[config.mk]
export PLATFORM = sky130hd
export DESIGN_NAME = rb_digit_mult
export DESIGN_NICKNAME = d
export VERILOG_FILES = /design/src/rtl/rb_mul_pkg.sv /design/src/rtl/rb_mul_ctrl.sv /design/src/rtl/rb_mul_rotator.sv /design/src/rtl/rb_mul_slice.sv /design/src/rtl/rb_digit_mult.sv
export SDC_FILE = /design/constraint.sdc
export NUM_CORES = 1
export LEC_CHECK = 0
export CAP_MARGIN = 15
export CELL_PAD_IN_SITES_DETAIL_PLACEMENT = 0
export CELL_PAD_IN_SITES_GLOBAL_PLACEMENT = 1
export CORE_MARGIN = 2
export CORE_UTILIZATION = 42
export DETAILED_ROUTE_END_ITERATION = 10
export PLACE_DENSITY = 0.72
export SLEW_MARGIN = 40
export SYNTH_ARGS = -nofsm -noshare
export SYNTH_HDL_FRONTEND = slang
export SYNTH_HIERARCHICAL = 1
export SYNTH_SLANG_ARGS = --single-unit
[constraint.sdc]
create_clock -name clk_i -period 3 [get_ports clk_i]
set_input_delay 0.3 -clock clk_i [delete_from_list [all_inputs] [get_ports clk_i]]
set_output_delay 0.3 -clock clk_i [all_outputs]
set_load 0.01 [all_outputs]
[src/rtl/rb_mul_pkg.sv]
package rb_mul_pkg;
  function automatic int ceil_div(input int num, input int den);
    return (num + den - 1) / den;
  endfunction

  function automatic int half_len(input int n);
    return (n - 1) / 2;
  endfunction
endpackage

[src/rtl/rb_mul_ctrl.sv]
module rb_mul_ctrl
  import rb_mul_pkg::*;
#(
  parameter int N = 11,
  parameter int W = 2
) (
  input  logic         clk_i,
  input  logic         rst_ni,
  input  logic         start_i,
  input  logic         digit_valid_i,
  output logic         busy_o,
  output logic         done_o,
  output logic         step_o,
  output logic [W-1:0] slot_en_o
);
  localparam int H    = half_len(N);
  localparam int NDIG = ceil_div(H, W);
  localparam int CW   = (NDIG > 1) ? $clog2(NDIG) : 1;

  logic [CW-1:0] cnt_q;
  logic          busy_q, done_q;

  assign step_o = busy_q & digit_valid_i & ~start_i;
  assign busy_o = busy_q;
  assign done_o = done_q;

  always_ff @(posedge clk_i or negedge rst_ni) begin
    if (!rst_ni) begin
      cnt_q  <= '0;
      busy_q <= 1'b0;
      done_q <= 1'b0;
    end else begin
      done_q <= 1'b0;
      if (start_i) begin
        busy_q <= 1'b1;
        cnt_q  <= '0;
      end else if (step_o) begin
        if (cnt_q == CW'(NDIG - 1)) begin
          busy_q <= 1'b0;
          cnt_q  <= '0;
          done_q <= 1'b1;
        end else begin
          cnt_q <= cnt_q + 1'b1;
        end
      end
    end
  end

  // pair index k = cnt*W + l + 1; slots past H are padding
  for (genvar l = 0; l < W; l++) begin : g_slot
    assign slot_en_o[l] = ((int'(cnt_q) * W + l + 1) <= H);
  end

  assert_busy_after_start_R2: assert property (@(posedge clk_i) disable iff (!rst_ni)
    start_i |=> busy_o);
  assert_restart_count_R9: assert property (@(posedge clk_i) disable iff (!rst_ni)
    start_i |=> (cnt_q == '0));
  assert_stall_hold_R6: assert property (@(posedge clk_i) disable iff (!rst_ni)
    (busy_q && !digit_valid_i && !start_i) |=> ($stable(cnt_q) && busy_q));
  assert_cnt_range_R6: assert property (@(posedge clk_i) disable iff (!rst_ni)
    busy_q |-> (int'(cnt_q) < NDIG));
  assert_done_pulse_R7: assert property (@(posedge clk_i) disable iff (!rst_ni)
    done_o |=> !done_o);
  assert_done_idle_R7: assert property (@(posedge clk_i) disable iff (!rst_ni)
    done_o |-> !busy_o);
endmodule

[src/rtl/rb_mul_rotator.sv]
module rb_mul_rotator #(
  parameter int N = 11,
  parameter int W = 2
) (
  input  logic         clk_i,
  input  logic         rst_ni,
  input  logic         start_i,
  input  logic         step_i,
  input  logic [N-1:0] b_i,
  output logic [N-1:0] bp_o,
  output logic [N-1:0] bm_o
);
  localparam int SH = W % N;

  logic [N-1:0] bp_q, bm_q, bp_d, bm_d;

  // bp[m] tracks b[m - t*W], bm[m] tracks b[m + t*W] at digit t
  for (genvar m = 0; m < N; m++) begin : g_rot
    assign bp_d[m] = bp_q[(m + N - SH) % N];
    assign bm_d[m] = bm_q[(m + SH) % N];
  end

  always_ff @(posedge clk_i or negedge rst_ni) begin
    if (!rst_ni) begin
      bp_q <= '0;
      bm_q <= '0;
    end else if (start_i) begin
      bp_q <= b_i;
      bm_q <= b_i;
    end else if (step_i) begin
      bp_q <= bp_d;
      bm_q <= bm_d;
    end
  end

  assign bp_o = bp_q;
  assign bm_o = bm_q;

  assert_b_capture_R2: assert property (@(posedge clk_i) disable iff (!rst_ni)
    start_i |=> ((bp_q == $past(b_i)) && (bm_q == $past(b_i))));
endmodule

[src/rtl/rb_mul_slice.sv]
module rb_mul_slice #(
  parameter int W = 2
) (
  input  logic           clk_i,
  input  logic           rst_ni,
  input  logic           start_i,
  input  logic           step_i,
  input  logic           a0_i,
  input  logic           b_self_i,
  input  logic [W-1:0]   slot_en_i,
  input  logic [2*W-1:0] digit_i,
  input  logic [W-1:0]   tap_p_i,
  input  logic [W-1:0]   tap_m_i,
  output logic           coord_o
);
  logic         acc0_q;
  logic [W-1:0] acc_p_q, acc_m_q;

  always_ff @(posedge clk_i or negedge rst_ni) begin
    if (!rst_ni)      acc0_q <= 1'b0;
    else if (start_i) acc0_q <= a0_i & b_self_i;
  end

  // one structure per slot: lane p takes a_k, lane m takes a_(N-k)
  for (genvar l = 0; l < W; l++) begin : g_pair
    always_ff @(posedge clk_i or negedge rst_ni) begin
      if (!rst_ni) begin
        acc_p_q[l] <= 1'b0;
        acc_m_q[l] <= 1'b0;
      end else if (start_i) begin
        acc_p_q[l] <= 1'b0;
        acc_m_q[l] <= 1'b0;
      end else if (step_i) begin
        acc_p_q[l] <= acc_p_q[l] ^ (slot_en_i[l] & digit_i[l]     & tap_p_i[l]);
        acc_m_q[l] <= acc_m_q[l] ^ (slot_en_i[l] & digit_i[W + l] & tap_m_i[l]);
      end
    end
  end

  assign coord_o = acc0_q ^ (^acc_p_q) ^ (^acc_m_q);

  assert_clear_on_start_R2: assert property (@(posedge clk_i) disable iff (!rst_ni)
    start_i |=> ((acc_p_q == '0) && (acc_m_q == '0)));
endmodule

[src/rtl/rb_digit_mult.sv]
module rb_digit_mult #(
  parameter int N = 11,
  parameter int W = 2
) (
  input  logic           clk_i,
  input  logic           rst_ni,
  input  logic           start_i,
  input  logic [N-1:0]   b_i,
  input  logic           a0_i,
  input  logic           digit_valid_i,
  input  logic [2*W-1:0] digit_i,
  output logic           busy_o,
  output logic           done_o,
  output logic [N-1:0]   product_o
);
  if ((N % 2) == 0 || N < 3 || W < 1 || W > 8) begin : g_bad_param
    $error("rb_digit_mult: N must be odd and >= 3, W in 1..8");
  end

  logic         step;
  logic [W-1:0] slot_en;
  logic [N-1:0] bp, bm, coord;
  logic [W-1:0] tap_p [N];
  logic [W-1:0] tap_m [N];

  rb_mul_ctrl #(.N(N), .W(W)) u_ctrl (
    .clk_i         (clk_i),
    .rst_ni        (rst_ni),
    .start_i       (start_i),
    .digit_valid_i (digit_valid_i),
    .busy_o        (busy_o),
    .done_o        (done_o),
    .step_o        (step),
    .slot_en_o     (slot_en)
  );

  rb_mul_rotator #(.N(N), .W(W)) u_rot (
    .clk_i   (clk_i),
    .rst_ni  (rst_ni),
    .start_i (start_i),
    .step_i  (step),
    .b_i     (b_i),
    .bp_o    (bp),
    .bm_o    (bm)
  );

  // fixed expansion wiring: slot l of coordinate i reads b[i-(l+1)] and b[i+(l+1)]
  for (genvar i = 0; i < N; i++) begin : g_coord
    for (genvar l = 0; l < W; l++) begin : g_tap
      localparam int OFF = (l + 1) % N;
      assign tap_p[i][l] = bp[(i + N - OFF) % N];
      assign tap_m[i][l] = bm[(i + OFF) % N];
    end

    rb_mul_slice #(.W(W)) u_slice (
      .clk_i     (clk_i),
      .rst_ni    (rst_ni),
      .start_i   (start_i),
      .step_i    (step),
      .a0_i      (a0_i),
      .b_self_i  (b_i[i]),
      .slot_en_i (slot_en),
      .digit_i   (digit_i),
      .tap_p_i   (tap_p[i]),
      .tap_m_i   (tap_m[i]),
      .coord_o   (coord[i])
    );
  end

  assign product_o = coord;

  assert_idle_stable_R8: assert property (@(posedge clk_i) disable iff (!rst_ni)
    (!busy_o && !start_i) |=> $stable(product_o));
endmodule

# Yosys cells after proc, flatten, opt, wreduce, memory -nomap -nowiden
# Cells that the tools add are included.
# word_totals
reg_bits,81
inputBits,20
output_inout_bits,13
wordCells,320
# op_classes
n_addsub,3
order_cmp,2
eq_ne,1
n_mux,101
bitwise_logic,128
reduce_logical,25
# op_table
operator,count
1-bit two-way mux,94
1-bit XOR,66
"32-bit by 4-bit less-or-equal comparator with 1-bit output, second input constant",2
1-bit AND,61
11-bit two-way mux,4
2-bit XOR reduction,22
"32-bit by 2-bit adder with 32-bit output, second input constant",1
2-bit two-way mux,3
"3-bit by 1-bit adder with 4-bit output, second input constant",1
2-bit nonzero test,2
"2-bit by 1-bit adder with 2-bit output, second input constant",1
"2-bit equality test, second input constant",1
2-bit AND reduction,1
1-bit inverter,1

# Longest topological paths before layout
# Gate-level depths: netlist of the first run.
# logic_depth
word_depth,8
ltp_mapped,5
ltp_nobuf,5

# By module
# The synthesis of the first run kept the hierarchy.
# modules_own_cells
mod,n_inst,cells_per_inst,area_per_inst_um2,seq_area_each_um2
rb_mul_slice,11,24,249.0,125.1
rb_mul_rotator,1,70,1153.6,550.5
rb_mul_ctrl,1,17,200.2,100.1

# Worst setup path before layout of the first run
# Ideal clock, no wire load.
# synth_timing
path_kind,flip-flop to flip-flop
from,register u_ctrl.busy_q (netlist: u_ctrl/busy_o)
to,register u_rot.bm_q[0] (netlist: u_rot/bm_o[0])
setup_time_ns,0.125
t_arrival_ns,2.918
required_time_ns,2.875
path_slack_ns,-0.043
stages_incl_launch_ff,6
path_buffers,1
period_less_slack_ns,3.043
path_cell_list,dfrtp_1 > nand2_1 > nor2_1 > buf_6 > mux2_4 > mux2_2
# synth_between
elab_chain_cells,3
# synth_lines
element,line,rtl
from (decl),rb_mul_ctrl.sv:21,"logic busy_q, done_q;"
from (signal assigned),rb_mul_ctrl.sv:30,busy_q <= 1'b0;
from (signal assigned),rb_mul_ctrl.sv:35,busy_q <= 1'b1;
from (signal assigned),rb_mul_ctrl.sv:39,busy_q <= 1'b0;
1-bit AND (2 in series),rb_mul_ctrl.sv:23,assign step_o = busy_q & digit_valid_i & ~start_i;
via step,rb_digit_mult.sv:20,logic step;
2-bit nonzero test (no source line),n/a,
to (signal assigned),rb_mul_rotator.sv:29,bm_q <= b_i;
to (signal assigned),rb_mul_rotator.sv:32,bm_q <= bm_d;
to (decl),rb_mul_rotator.sv:15,"logic [N-1:0] bp_q, bm_q, bp_d, bm_d;"
# The timed path passes the listed nets, and every way through them passes these cells.
# A chain may end at the register's enable or synchronous reset.

# Worst setup path after layout of the first run
# layout_timing
from,register g_coord[7].u_slice.acc_m_q[0]
to,output product_o[7]
# layout_between
elab_chain_cells,2
# layout_lines
element,line,rtl
from (decl),rb_mul_slice.sv:17,"logic [W-1:0] acc_p_q, acc_m_q;"
"from (signal, indexed assignment)",rb_mul_slice.sv:35,acc_m_q[l] <= acc_m_q[l] ^ (slot_en_i[l] & digit_i[W + l] & tap_m_i[l]);
2-bit XOR reduction,rb_mul_slice.sv:40,assign coord_o = acc0_q ^ (^acc_p_q) ^ (^acc_m_q);
1-bit XOR,rb_mul_slice.sv:40,
to (decl),rb_digit_mult.sv:14,output logic [N-1:0] product_o
# No other way between the ends.

==> results.cfg, run 1 <==
[place]
port-buffer-count = 32
gp_congestion = 0.711
dp_hpwl_um = 5190

[synth]
synth_area_leader_cell = dfrtp_1
synth_nets = 371
synth_warnings = 6
yosys.cell_types.count = 21
ys_top_cells_by_area = dfrtp_1, xnor2_1, xor2_1
seq_area_frac_synth_pct = 49.5
synth_top_area_share_pct = 49.5
syn_area_um2 = 4090
synth_seq_cells = 81
avgSynthCellArea_um2 = 11.7
syn_inst = 351

[clock_network]
clockRootBuffer = clkbuf_8
numCtsBuffers = 9
cts_hold_buf = 0
cts_num_sinks = 81
cts_buffer_depth = 2
cts_max_level = 3
cts_tree = done
path_clk_slew_ps = 80
cts_setup_buffers = 0
cts-resized-gates = 0
clkLatencyLatePin_ps = 360

[sta]
period_needed_ps = 2140
tns_ps = 0
setup-violations-final = 0
fin_hold_ws_ps = -10.3
drv_slew = 0
clock.fmax_mhz = 468
worstMarginPinSlew_ps = 836
clock_skew_ps = 6.24
rsz0062_at_grt = false
hold_violations = 27
relSlewSlack_pct = 44.1
min_period_over_period_pct = 71.2

[detailed_routing]
firstDrtPassIters = 4
via_per_inst = 5.10
drcViolationCount = 0
detail-route-antenna-nets = 0
drtIter0Drc = 138
num_vias = 2704
routed_wl_um = 8600
wl_per_cell_um = 16.2

[cells_and_area]
drive_above_1_share_pct = 17.4
layout_commonest_cell = dfrtp_1
num-fill-cells = 887
layout.nets = 412
seqCellArea_um2 = 2030
multi_input_area_um2 = 2000
diodes = 0
area_delta_synth_final_pct = 17.0
layout_common_cells = dfrtp_1, xnor2_1, nand4_1, xor2_1, nor2_1
fin_util_pct = 49.9

[critical_path]
crit_fanout = 2
cp_slowest_cell = clkdlybuf4s50_1
worst_ep_required_time_ps = 2700
slowest_delay_ps = 560
critical_path_arrival_ps = 1840
crit_chain = xnor2_1 > xnor2_1 > xnor2_1 > clkdlybuf4s50_1
crit_buf_inv = 1
end_kind = output port
critPathMostFrequentCell = xnor2_1
cpLargestDelayFamily = buffers and inverters
crit_type = reg -> out
start_kind = register

[job]
maxCapViolCount = 0

[power_and_ir_drop]
total_power_w = 0.00258
pwr-share-clk_pct = 32.0
power_density_nw_per_um2 = 538
ir_worst_vdd_mv = 0.209
power.share.combinational_pct = 19.2
power_leakage_nw = 1.97
switching_share_pct = 27.8
power.switching_w = 0.000715
cellInternalPower_w = 0.00186
p_seq_share_pct = 48.8

[floorplanning]
row_count = 36
initial_core_util_pct = 42.7
die_area_um2 = 10600
io_pins = 33
die-width_um = 103
coreArea_um2 = 9590
die_h_um = 103

[grt]
grt-ovfl-total = 0
gr-usage-all-layers_pct = 17.9
grt_pass1_wl_um = 14300
grt_max_degree = 93
antenna_found_initial = 0
grt_pass1_vias = 2787

[outcome]
violations = hold timing
status = complete, but fails checks

[worst_hold_path]
min_path_type = in -> async
## final timing paths
kind,slack [ps],cells after the start,to,start
hold reg to reg,550,2,g_coord[0].u_slice/acc0_q$_DFFE_PN0P_,g_coord[0].u_slice/acc0_q$_DFFE_PN0P_
max in group asynchronous,2510,1,g_coord[8].u_slice/acc_m_q[0]$_DFFE_PN0P_,rst_ni
hold / removal,-10,1,g_coord[4].u_slice/acc0_q$_DFFE_PN0P_,rst_ni
min in group clk_i,550,2,g_coord[0].u_slice/acc0_q$_DFFE_PN0P_,g_coord[0].u_slice/acc0_q$_DFFE_PN0P_
setup / recovery,860,4,product_o[7],g_coord[7].u_slice/acc_m_q[0]$_DFFE_PN0P_
setup reg to reg,1240,5,u_rot/bp_o[7]$_DFFE_PN0P_,u_ctrl/busy_o$_DFFE_PN0P_
## flip-flops by register name, indices dropped and copies added, names as in the netlist
register                 count
u_ctrl/cnt_q                 2
u_ctrl/busy_o                1
u_rot/bm_o                  11
u_rot/bp_o                  11
g_coord.u_slice/acc0_q      11
g_coord.u_slice/acc_m_q     22
u_ctrl/done_o                1
g_coord.u_slice/acc_p_q     22
## power by group through the flow
stage | Clock [W] | Sequential, W | Combinational [W]
after floorplan | 0 | 0.00125 | 0.000309
after global placement | 0 | 0.00128 | 0.000490
after detailed placement | 0 | 0.00128 | 0.000497
after CTS | 0.000849 | 0.00126 | 0.000501
after global routing | 0.000900 | 0.00127 | 0.000544
final | 0.000825 | 0.00126 | 0.000495
## logic make-up after synthesis
kind of cell | after synthesis | share of synthesized area [%]
AO/OA/AOI/OAI | 16 | 2.45
flip-flops | 81 | 49.5
buffers and inverters | 16 | 1.90
AND/OR/NAND/NOR | 106 | 13.4
XOR/XNOR | 88 | 18.8
multiplexers | 44 | 13.9
## layer usage
metal	global-route usage (%)	share of wire (%)	up-vias
li1	-	-	1297
met1	26.0	49	1331
met2	26.4	45	65
met3	2.64	4.0	11
met4	8.41	1.6	0
met5	0	0	-
## worst reg2reg max path: stages, from the launching register on
cell and delay (ps):
dfrtp_1 450, nand2_1 150, nor2_4 120, buf_12 310, mux2_2 380, mux2_2 250
## cell type report
cell class / instances / share of cell area [%]
Clock buffer: 10 / 2.88
Clock inverter: 6 / 1.41
Inverter: 12 / 0.941
Multi-Input combinational cell: 254 / 41.7
Sequential cell: 81 / 42.3
Tap cell: 133 / 3.48
Timing Repair Buffer: 34 / 7.27
## synthesized netlist by cell type
master,count
a21bo_1,2
a21o_1,1
a21oi_2,2
buf_2,2
buf_6,2
dfrtp_1,81
inv_1,11
inv_2,1
mux2_2,24
mux2_4,20
nand2_1,2
nand3_1,11
nand3b_1,1
nand4_1,44
nand4b_1,1
nand4bb_1,1
nor2_1,45
nor4_2,1
o21ai_0,11
xnor2_1,44
xor2_1,44
## metrics by stage
step	cells	hold slack, ps	worst slack, ps	instance area (µm²)
after global placement	514	534	832	4570
final	530	-10.3	864	4790
after floorplan	351	4.41	536	4100
after CTS	530	14.9	834	4790
after detailed placement	514	404	801	4580
after global routing	530	37.2	754	4790
(Power assumes the default switching activity.)
==> run 2: changes to the inputs <==
- CORE_UTILIZATION: 42 -> 47
- PLACE_DENSITY: 0.72 -> 0.77
- clock period: 3 -> 2.1 ns (I/O delays scaled with it)
==> run 2 against run 1 <==
Effect of this change: the run now ends clean; final area grew 1.8%; highest routed layer unchanged; non-clock buffer count grew 7; clock power grew 56%.
==> results.cfg, run 2 (synthesized netlist as in run 1, its figures left out) <==
[cells_and_area]
layout.nets = 419
drive_above_1_share_pct = 19.2
seqCellArea_um2 = 2030
multi_input_area_um2 = 2030
num-fill-cells = 749
layout_commonest_cell = dfrtp_1
area_delta_synth_final_pct = 19.0
diodes = 0
layout_common_cells = dfrtp_1, nand4_1, xor2_1, nor2_1, xnor2_1
reg_top3 = g_coord.u_slice/acc_m_q x22, g_coord.u_slice/acc_p_q x22

[sta]
timing.final.ws_setup_ps = 84.9
clock_skew_ps = 10.7
setup-violations-final = 0
relSlewSlack_pct = 56.3
tns_ps = 0
clock.fmax_mhz = 496
min_period_over_period_pct = 96.0
drv_slew = 0
worstMarginPinSlew_ps = 654
period_needed_ps = 2020
hold_violations = 0
fin_hold_ws_ps = 371

[worst_hold_path]
min_path_type = in -> async

[detailed_routing]
top_layer_used = met4
wl_per_cell_um = 16.6
wl_met2_um = 3940
detail-route-antenna-nets = 0
met1_length_um = 4000
via_per_inst = 5.47
route.met3.wl_um = 355
firstDrtPassIters = 5
drtIter0Drc = 154
drcViolationCount = 0
routed_wl_um = 8430
num_vias = 2785

[power_and_ir_drop]
ir_worst_vdd_mv = 0.413
power_density_nw_per_um2 = 781
power_leakage_nw = 2.05

[critical_path]
start_kind = register
crit_type = reg -> out
cpLargestDelayFamily = buffers and inverters
startpoint = g_coord[9].u_slice/acc_m_q[0]$_DFFE_PN0P_
critPathMostFrequentCell = xnor2_1
critical_path_arrival_ps = 1810
slowest_delay_ps = 560
worst_ep_required_time_ps = 1890
end_kind = output port
cp_slowest_cell = clkdlybuf4s50_1
crit_chain = xnor2_2 > xnor2_1 > xnor2_1 > clkdlybuf4s50_1
crit-reg2reg-launch = u_ctrl/busy_o$_DFFE_PN0P_
crit_fanout = 2
crit_buf_inv = 1

[outcome]
status = complete, no violations

[floorplanning]
die_area_um2 = 9470
initial_core_util_pct = 47.6
die_h_um = 97.3
io_pins = 33
die-width_um = 97.3
coreArea_um2 = 8590
row_count = 34

[job]
maxCapViolCount = 0

[clock_network]
numCtsBuffers = 9
cts_max_level = 3
cts_buffer_depth = 2
clockRootBuffer = clkbuf_8
cts_num_sinks = 81
path_clk_slew_ps = 80
clkLatencyLatePin_ps = 350
cts_setup_buffers = 0
cts_tree = done

[place]
port-buffer-count = 32
dp_slack_ps = 164
gp_congestion = 0.753
dp_hpwl_um = 5330

[grt]
grt_max_degree = 93
grt_pass1_wl_um = 14100
gr-usage-all-layers_pct = 18.6
antenna_found_initial = 0
grt_pass1_vias = 2746
grt-ovfl-total = 0
-- run 2: cell count changes in the layout (fill, tap and decap cells not counted), sizes merged --
cell           delta
clkdlybuf4s50     -2
clkinvlp          -2
clkinv            -2
dlygate4sd3       +1
dlymetal6s2s      +2
clkbuf            -1
buf               +6
bufinv            +2
-- run 2: layer usage --
layer | up-vias | global-route usage [%]
li1 | 1312 | -
met3 | 16 | 3.60
met1 | 1390 | 27.4
met5 | - | 0
met4 | 0 | 6.30
met2 | 67 | 27.8
-- run 2: power breakdown --
part	total [W]	switching (W)	internal, W
Sequential	0.00180	0.000125	0.00167
Combinational	0.000723	0.000308	0.000415
Clock	0.00129	0.000518	0.000768
-- run 2: path summary, 6_finish.rpt --
check / endpoint / slack (ps) / cells past startpoint
min in group clk_i: g_coord[9].u_slice/acc_p_q[0]$_DFFE_PN0P_ / 420 / 3
min: u_rot/bm_o[4]$_DFFE_PN0P_ / 370 / 2
max: product_o[9] / 80 / 4
max reg2reg: u_rot/bp_o[6]$_DFFE_PN0P_ / 360 / 5
min reg2reg: g_coord[3].u_slice/acc0_q$_DFFE_PN0P_ / 550 / 2
max in group asynchronous: u_rot/bp_o[6]$_DFFE_PN0P_ / 1040 / 3
-- run 2: stage by stage --
stage	power [W]	cells	instance area (µm²)	util [%]
floorplan	0.00223	351	4100	-
detailed placement	0.00254	495	4600	53.5
global route	0.00397	509	4870	56.7
finish	0.00381	509	4870	56.7
global placement	0.00253	495	4600	53.5
CTS	0.00385	509	4830	56.2
-- run 2: cell type report --
cell class                 count  share of cell area, %
multi-input combinational    254                   41.7
clock inverter                 4                   1.95
clock buffer                   9                   2.54
tap                          108                   2.77
sequential                    81                   41.6
inverter                      12                  0.924
timing repair buffer          41                   8.47
-- run 2: what timing repair did --
| action | CTS | global route |
|---|---|---|
| gates resized for setup | 0 | 7 |
| hold buffers | 1 | 0 |
| setup endpoints to repair | 0 | 5 |
| hold endpoints to repair | 36 | 0 |
==> run 3: changes to the inputs <==
- CORE_UTILIZATION: 47 -> 45
- CTS_CLUSTER_DIAMETER: not set -> 200
- PLACE_DENSITY: 0.77 -> 0.74
- SKIP_LAST_GASP: not set -> 1
==> run 3 against run 2 <==
Effect of this change: via count hardly changed; final area is 0.36% higher; clock power down 13%; total power down 4.2%; largest power group unchanged; die area rose by 4.3%.
==> results.cfg, run 3 (synthesized netlist as in run 1, its figures left out) <==
[outcome]
status = complete, no violations

[floorplanning]
die_h_um = 99.4
die_area_um2 = 9870
initial_core_util_pct = 46.7
die-width_um = 99.4
coreArea_um2 = 8760
row_count = 34
io_pins = 33

[critical_path]
reg2reg_depth = 5
crit-reg2reg-launch = u_ctrl/busy_o$_DFFE_PN0P_
crit_type = reg -> out
worst_ep_required_time_ps = 1890
critical_path_arrival_ps = 1800
reg2reg_to = u_rot/bp_o[8]$_DFFE_PN0P_
crit_fanout = 2
start_kind = register
reg2reg_slack_ps = 370
end_kind = output port

[power_and_ir_drop]
cellInternalPower_w = 0.00267
power_leakage_nw = 2.09
p_seq_share_pct = 49.3
power.switching_w = 0.000977
pwr-share-clk_pct = 30.7
power_density_nw_per_um2 = 746
power.share.combinational_pct = 20.0
switching_share_pct = 26.8
ir_worst_vdd_mv = 0.375

[grt]
grt_pass1_vias = 2838
antenna_found_initial = 0
gr-usage-all-layers_pct = 19.0
grt_pass1_wl_um = 14600
grt_max_degree = 93
grt-ovfl-total = 0

[clock_network]
cts_max_level = 3
cts_setup_buffers = 0
numCtsBuffers = 9
cts_buffer_depth = 2
clockRootBuffer = clkbuf_8
path_clk_slew_ps = 80
cts_tree = done
clkLatencyLatePin_ps = 350
cts_num_sinks = 81

[sta]
tns_ps = 0
setup-violations-final = 0
relSlewSlack_pct = 55.3
clock_skew_ps = 8.13
hold_violations = 0
rsz0062_at_grt = false
period_needed_ps = 2010
drv_slew = 0
min_period_over_period_pct = 95.5
clock.fmax_mhz = 498
worstMarginPinSlew_ps = 668

[detailed_routing]
routed_wl_um = 8760
via_per_inst = 5.45
drcViolationCount = 0
detail-route-antenna-nets = 0
num_vias = 2784
firstDrtPassIters = 4
drtIter0Drc = 142
wl_per_cell_um = 17.1

[cells_and_area]
stdcell_count = 511
drive_above_1_share_pct = 19.6
layout_common_cells = dfrtp_1, nand4_1, xor2_1, nor2_1, xnor2_1
reg_top3 = g_coord.u_slice/acc_m_q x22, g_coord.u_slice/acc_p_q x22
diodes = 0
layout.nets = 418
layout_commonest_cell = dfrtp_1
area_delta_synth_final_pct = 19.5
fin_util_pct = 55.8

[job]
maxCapViolCount = 0

[place]
gp_congestion = 0.738
placedCellCount = 494
port-buffer-count = 32
dp_hpwl_um = 5300

[worst_hold_path]
min_path_type = in -> async
## run 3: changes by cell type in the layout (fill, tap and decap cells not counted)
cell and change:
dlymetal6s2s_1 +3, clkdlybuf4s50_1 -3, buf_12 +2, clkbuf_8 +1, clkinv_2 +1, bufinv_16 -2
buf_4 -3, clkbuf_1 +3, xnor2_2 +3, xnor2_1 -3
## run 3: how the worst max path moves through the flow
| stage | end | cells after the start | slack [ps] | start |
|---|---|---|---|---|
| 6_report | product_o[5] | 4 | 90 | g_coord[5].u_slice/acc_p_q[1]$_DFFE_PN0P_ |
| 5_1_grt | product_o[10] | 4 | 5 | g_coord[10].u_slice/acc_p_q[1]$_DFFE_PN0P_ |
| 3_3_place_gp | u_rot/bp_o[8]$_DFFE_PN0P_ | 6 | 150 | digit_valid_i |
| 4_1_cts | product_o[7] | 4 | 40 | g_coord[7].u_slice/acc_m_q[0]$_DFFE_PN0P_ |
| 3_5_place_dp | u_rot/bp_o[8]$_DFFE_PN0P_ | 6 | 150 | digit_valid_i |
| 2_1_floorplan | u_rot/bm_o[0]$_DFFE_PN0P_ | 5 | 6 | u_ctrl/busy_o$_DFFE_PN0P_ |
## run 3: cell type report
type / instances / area, µm²
repair buffers: 40 / 438
fillers: 767 / 3870
multi-input cells: 254 / 2060
inverters: 12 / 45.0
clock inverters: 3 / 40.0
flip-flops and latches: 81 / 2030
well taps: 108 / 135
clock buffers: 13 / 149
## run 3: worst max-delay path: stages (launching register included)
cell,delay (ps)
dfrtp_1,410
xnor2_1,200
xnor2_1,150
xnor2_1,130
clkdlybuf4s50_1,550
## run 3: through the flow
stage | total power (W) | worst slack (ps) | hold slack [ps] | instance area [µm²]
after floorplan | 0.00223 | 6.11 | -85.6 | 4100
after global placement | 0.00254 | 153 | 226 | 4620
after detailed placement | 0.00255 | 149 | 219 | 4620
after CTS | 0.00368 | 37.9 | 385 | 4820
after global routing | 0.00383 | 4.53 | 422 | 4890
final | 0.00365 | 93.8 | 378 | 4890
## run 3: timing repair
item | CTS | global route
resized for setup | 1 | 12
hold buffers | 1 | 0
pin swaps | 0 | 3
hold endpoints to repair | 37 | 0
gates cloned | 0 | 0
endpoints found under the setup margin | 1 | 7
## run 3: metal layers
| layer | GRT usage, % | routed length, µm | vias up |
|---|---|---|---|
| met3 | 3.44 | 376 | 18 |
| met2 | 30.0 | 4110 | 61 |
| met4 | 6.74 | 164 | 0 |
| met1 | 26.5 | 4110 | 1389 |
| met5 | 0 | 0 | - |
| li1 | - | - | 1316 |
## run 3: power by group through the flow
stage / Clock [W] / Combinational [W] / Sequential, W
floorplan: 0 / 0.000441 / 0.00179
detailed placement: 0 / 0.000725 / 0.00183
global placement: 0 / 0.000717 / 0.00182
global route: 0.00122 / 0.000795 / 0.00182
CTS: 0.00115 / 0.000733 / 0.00180
finish: 0.00112 / 0.000729 / 0.00180
